File: config.mk
export PLATFORM = sky130hd
export DESIGN_NAME = tern_alu
export DESIGN_NICKNAME = d
export VERILOG_FILES = /design/src/rtl/tern_pkg.sv /design/src/rtl/tern_lane.sv /design/src/rtl/tern_out_stage.sv /design/src/rtl/tern_alu.sv
export SDC_FILE = /design/constraint.sdc
export NUM_CORES = 1
export LEC_CHECK = 0
export CORE_UTILIZATION = 50
export CTS_CLUSTER_DIAMETER = 50
export CTS_CLUSTER_SIZE = 14
export DETAILED_ROUTE_END_ITERATION = 10
export GPL_ROUTABILITY_DRIVEN = 1
export PLACE_DENSITY = 0.82
export SLEW_MARGIN = 5
export SYNTH_ARGS = -nofsm -noshare
export SYNTH_HDL_FRONTEND = slang
export SYNTH_SLANG_ARGS = --single-unit
File: constraint.sdc
create_clock -name clk -period 2.8 [get_ports clk]
set_input_delay 0.84 -clock clk [delete_from_list [all_inputs] [get_ports clk]]
set_output_delay 0.84 -clock clk [all_outputs]
set_load 0.01 [all_outputs]
File: src/rtl/tern_pkg.sv
package tern_pkg;

    typedef logic [1:0] trit_t;

    localparam trit_t T_ZERO = 2'b00;
    localparam trit_t T_ONE  = 2'b01;
    localparam trit_t T_TWO  = 2'b10;
    localparam trit_t T_BAD  = 2'b11;

    localparam logic [3:0] OP_MIN  = 4'd0;
    localparam logic [3:0] OP_MAX  = 4'd1;
    localparam logic [3:0] OP_SEL0 = 4'd2;
    localparam logic [3:0] OP_SEL1 = 4'd3;
    localparam logic [3:0] OP_SEL2 = 4'd4;
    localparam logic [3:0] OP_EXC0 = 4'd5;
    localparam logic [3:0] OP_EXC1 = 4'd6;
    localparam logic [3:0] OP_EXC2 = 4'd7;
    localparam logic [3:0] OP_ROT  = 4'd8;
    localparam logic [3:0] OP_NEG  = 4'd9;
    localparam logic [3:0] OP_ADD3 = 4'd10;
    localparam logic [3:0] OP_MUL3 = 4'd11;

    typedef struct packed {
        trit_t val;
        logic  err;
    } lane_out_t;

    function automatic logic op_legal(input logic [3:0] op);
        return op <= OP_MUL3;
    endfunction

    function automatic logic op_binary(input logic [3:0] op);
        return (op == OP_MIN) || (op == OP_MAX) || (op == OP_ADD3) || (op == OP_MUL3);
    endfunction

    function automatic trit_t t_min(input trit_t a, input trit_t b);
        return (a < b) ? a : b;
    endfunction

    function automatic trit_t t_max(input trit_t a, input trit_t b);
        return (a > b) ? a : b;
    endfunction

    function automatic trit_t t_sel(input trit_t a, input trit_t k);
        return (a == k) ? T_TWO : T_ZERO;
    endfunction

    function automatic trit_t t_exc(input trit_t a, input trit_t k);
        return (a == k) ? T_ZERO : T_TWO;
    endfunction

    function automatic trit_t t_rot(input trit_t a);
        return (a == T_TWO) ? T_ZERO : a + 2'd1;
    endfunction

    function automatic trit_t t_neg(input trit_t a);
        return T_TWO - a;
    endfunction

    function automatic trit_t t_add(input trit_t a, input trit_t b);
        logic [2:0] s;
        s = {1'b0, a} + {1'b0, b};
        return (s >= 3'd3) ? trit_t'(s - 3'd3) : s[1:0];
    endfunction

    function automatic trit_t t_mul(input trit_t a, input trit_t b);
        if (a == T_ZERO || b == T_ZERO) return T_ZERO;
        if (a == T_ONE) return b;
        if (b == T_ONE) return a;
        return T_ONE;
    endfunction

endpackage

File: src/rtl/tern_lane.sv
module tern_lane
    import tern_pkg::*;
(
    input  logic [3:0] op,
    input  trit_t      a,
    input  trit_t      b,
    output lane_out_t  o
);
    logic bad;

    always_comb begin
        bad   = (a == T_BAD) || (op_binary(op) && (b == T_BAD));
        o.val = T_ZERO;
        o.err = 1'b0;
        if (op_legal(op)) begin
            if (bad) begin
                o.err = 1'b1;
            end else begin
                case (op)
                    OP_MIN:  o.val = t_min(a, b);
                    OP_MAX:  o.val = t_max(a, b);
                    OP_SEL0: o.val = t_sel(a, T_ZERO);
                    OP_SEL1: o.val = t_sel(a, T_ONE);
                    OP_SEL2: o.val = t_sel(a, T_TWO);
                    OP_EXC0: o.val = t_exc(a, T_ZERO);
                    OP_EXC1: o.val = t_exc(a, T_ONE);
                    OP_EXC2: o.val = t_exc(a, T_TWO);
                    OP_ROT:  o.val = t_rot(a);
                    OP_NEG:  o.val = t_neg(a);
                    OP_ADD3: o.val = t_add(a, b);
                    OP_MUL3: o.val = t_mul(a, b);
                    default: o.val = T_ZERO;
                endcase
            end
        end
    end
endmodule

File: src/rtl/tern_out_stage.sv
module tern_out_stage #(
    parameter int W          = 8,
    parameter bit REGISTERED = 1'b1
) (
    input  logic         clk,
    input  logic         rst,
    input  logic         v_in,
    input  logic [W-1:0] d,
    output logic         v_out,
    output logic [W-1:0] q
);
    generate
        if (REGISTERED) begin : g_reg
            always_ff @(posedge clk) begin
                if (rst) begin
                    q     <= '0;
                    v_out <= 1'b0;
                end else begin
                    q     <= d;
                    v_out <= v_in;
                end
            end
        end else begin : g_comb
            assign q     = d;
            assign v_out = v_in;
        end
    endgenerate
endmodule

File: src/rtl/tern_alu.sv
module tern_alu
    import tern_pkg::*;
#(
    parameter int LANES      = 4,
    parameter bit REGISTERED = 1'b1
) (
    input  logic               clk,
    input  logic               rst,
    input  logic               in_valid,
    input  logic [3:0]         opcode,
    input  logic [2*LANES-1:0] x_in,
    input  logic [2*LANES-1:0] y_in,
    output logic [2*LANES-1:0] res_out,
    output logic [LANES-1:0]   lane_err,
    output logic               illegal_op,
    output logic               out_valid
);
    localparam int VW = 2 * LANES;
    localparam int SW = VW + LANES + 1;

    logic [VW-1:0]    c_val;
    logic [LANES-1:0] c_err;
    logic             c_ill;
    logic [SW-1:0]    s_q;

    genvar i;
    generate
        for (i = 0; i < LANES; i++) begin : g_lane
            lane_out_t lo;
            tern_lane u_lane (
                .op (opcode),
                .a  (x_in[2*i +: 2]),
                .b  (y_in[2*i +: 2]),
                .o  (lo)
            );
            assign c_val[2*i +: 2] = lo.val;
            assign c_err[i]        = lo.err;
        end
    endgenerate

    assign c_ill = !op_legal(opcode);

    tern_out_stage #(.W(SW), .REGISTERED(REGISTERED)) u_stage (
        .clk   (clk),
        .rst   (rst),
        .v_in  (in_valid),
        .d     ({c_ill, c_err, c_val}),
        .v_out (out_valid),
        .q     (s_q)
    );

    assign res_out    = s_q[VW-1:0];
    assign lane_err   = s_q[VW +: LANES];
    assign illegal_op = s_q[SW-1];

    generate
        for (i = 0; i < LANES; i++) begin : g_chk
            AST_ERR_LANE_ZERO: assert property (@(posedge clk) disable iff (rst)
                lane_err[i] |-> (res_out[2*i +: 2] == 2'b00));
            AST_TRIT_LEGAL: assert property (@(posedge clk) disable iff (rst)
                res_out[2*i +: 2] != 2'b11);
        end
        if (REGISTERED) begin : g_vchk
            AST_VALID_RISE: assert property (@(posedge clk) disable iff (rst)
                in_valid |=> out_valid);
            AST_VALID_DROP: assert property (@(posedge clk) disable iff (rst)
                !in_valid |=> !out_valid);
        end
    endgenerate

    AST_ILLEGAL_ZERO: assert property (@(posedge clk) disable iff (rst)
        illegal_op |-> (res_out == '0 && lane_err == '0));

endmodule

==> results.toml <==
[synth]
ys_seq_area_frac = 0.117
synth.avg_cell_area_sq_um = 8.49
synth-main-ff-cell = "dfxtp_1"
syn_area_sq_um = 2390
synthTopCellsByArea = "ha_1 25%, dfxtp_1 12%, mux2i_1 4.6%"
ys_types = 64
syn_inst = 282
ys_ff_latch = 14
synth_nets = 357
synth_edf_count = 0
synth_async_sr_flop_share = 0
ys_warn_count = 0
yosysTopAreaCellShare = 0.251
yosys.area.top_type = "ha_1"

[sta]
setup_ws_ns = 0.0824
slew_viol_final = 0
worst_slew_pin_slew_ns = 0.463
hold_violations = 0
period_minus_slack_ns = 2.72
post-route-period-util = 0.971
holdWs_ns = 1.06
slew_headroom = 0.689
max_clock_freq_mhz = 368
setup_viol = 0

[routing]
wl_per_cell_um = 15.6
drc = 3
postRouteAntennaNets = 0
drt_first_pass_iters = 7
avgViaCountPerCell = 5.96
via_count = 2509
wl_um = 6550
drt_iter0_markers = 213

[cts]
cts_made_buffers = 3
clk_pin_slew_ns = 0.07
cts_tree = "yes"
cts_hold_repair.buffers = 0
cts_root_buffer = "clkbuf_8"
cts.sinks = 14
cts_max_level = 1
clk_path_buf_depth = 2

[worst_setup_path]
worst_setup_path_end_kind = "flip-flop"
start_kind = "input port"
worstPathArrival_ns = 2.86
worst-setup-path-type = "input port to flip-flop"
cp_max_fo = 3
critPathRequiredTime_ns = 2.95

[placed_design]
place_congestion = 0.869
place.port_buffers = 36
post-place-ws_ns = -0.386
placed_cells = 416
dp_hpwl_um = 5060

[final_layout]
drive_above_1_share = 0.222
regArea_sq_um = 280
nFillCells = 301
final_cell_count_no_fill = 421
num_antenna_cells = 0
layout_common_cells = "54 x buf_4, 42 x ha_1, 28 x clkdlybuf4s50_1"
final_common_cell = "buf_4"
synthToLayoutAreaGrowth_pct = 38.7
nets = 445
multi_input_area_sq_um = 1970

[grt]
grt.total_usage = 0.265
grt_pass1_wl_um = 11000
antenna_found_initial = 0
grt_pass1_vias = 2470
overflow = 0
grt_max_degree = 26

[die]
start_util = 0.535
pin_count = 37
fp.dieArea_sq_um = 5070
die_h_um = 71.2
core-area_sq_um = 4470
rows = 24
die_w_um = 71.2

[worst_hold_path]
hp-class = "input port to flip-flop"

[power_and_ir_drop]
p_total_uw = 871
p_leak_nw = 1.59
powerDensity_nw_per_um2 = 262
ir_worst_vdd_v = 0.000159

[flow_run]
cap_violations = 0

[run_status]
failed_checks = "DRC"
outcome = "finished with violations"
## layout make-up
cell class,instances,share of cell area
inverter,26,0.0294
timing repair buffer,94,0.256
multi-input combinational,231,0.594
tap,52,0.0196
sequential,14,0.0844
clock buffer,4,0.0166
## sequential cells by signal (all words and copies together) (netlist names)
| signal | count |
|---|---|
| u_stage.q | 13 |
| u_stage.v_out | 1 |
## synth_stat cells (5+ instances only)
cell type  instances
a21oi_1           12
nand2_1            8
nand2b_1           7
o21ai_0           14
nor2_1            19
inv_1             25
nor2b_1            9
a31oi_1           13
ha_1              48
mux2i_1           11
dfxtp_1           14
buf_2              5
a211oi_1           7
nand3b_1           5
## worst paths after layout
| path | start | to | slack [ns] | depth (start not counted) |
|---|---|---|---|---|
| max | x_in[7] | u_stage.q[7] | 0.08 | 7 |
| min | y_in[4] | u_stage.q[10] | 1.06 | 4 |
## per-stage QoR
step	util	instance area (sq um)	setup TNS (ns)
floorplan	-	2390	0
global placement	0.716	3200	-1.45
CTS	0.731	3270	0
global route	0.742	3320	-0.0315
detailed placement	0.716	3200	-1.87
finish	0.742	3320	0
## routing by layer
layer  global-route usage  wire length, um  vias up
met5                    0                0        -
met4               0.0978               73        0
met3               0.0399              356        8
met2                0.432             3070       97
met1                0.352             3050     1180
li1                     -                -     1224
## timing repair
item,in CTS,in global routing
buffers inserted,0,1
pin swaps,5,13
setup endpoints to repair,4,6
gates resized for setup,6,14
## report_power, final
group	switching [mW]	leakage, nW	internal (mW)	total, mW
Combinational	0.222	1.44	0.229	0.451
Sequential	0.00215	0.114	0.209	0.211
Clock	0.0846	0.0288	0.125	0.210
Total	0.309	1.59	0.563	0.871
## worst max-delay path, cell delays in order
cell	delay [ns]
clkdlybuf4s50_1	0.46
fa_1	0.53
ha_2	0.21
or3_1	0.38
nand2_1	0.08
o211ai_1	0.09
o31a_1	0.28
## cell families (layout without fill, tap and decap cells)
| family | Yosys count | after routing | share of synthesized area |
|---|---|---|---|
| AOI/OAI and AO/OA | 86 | 86 | 0.255 |
| and+or+nand+nor | 78 | 78 | 0.200 |
| adders and majority gates | 52 | 52 | 0.284 |
| buffers and inverters | 37 | 124 | 0.0752 |
| muxes | 14 | 14 | 0.0617 |
| DFF | 14 | 14 | 0.117 |
| xor gates and xnor gates | 1 | 1 | 0.00679 |
No activity file was read; power rests on OpenSTA's default activity.
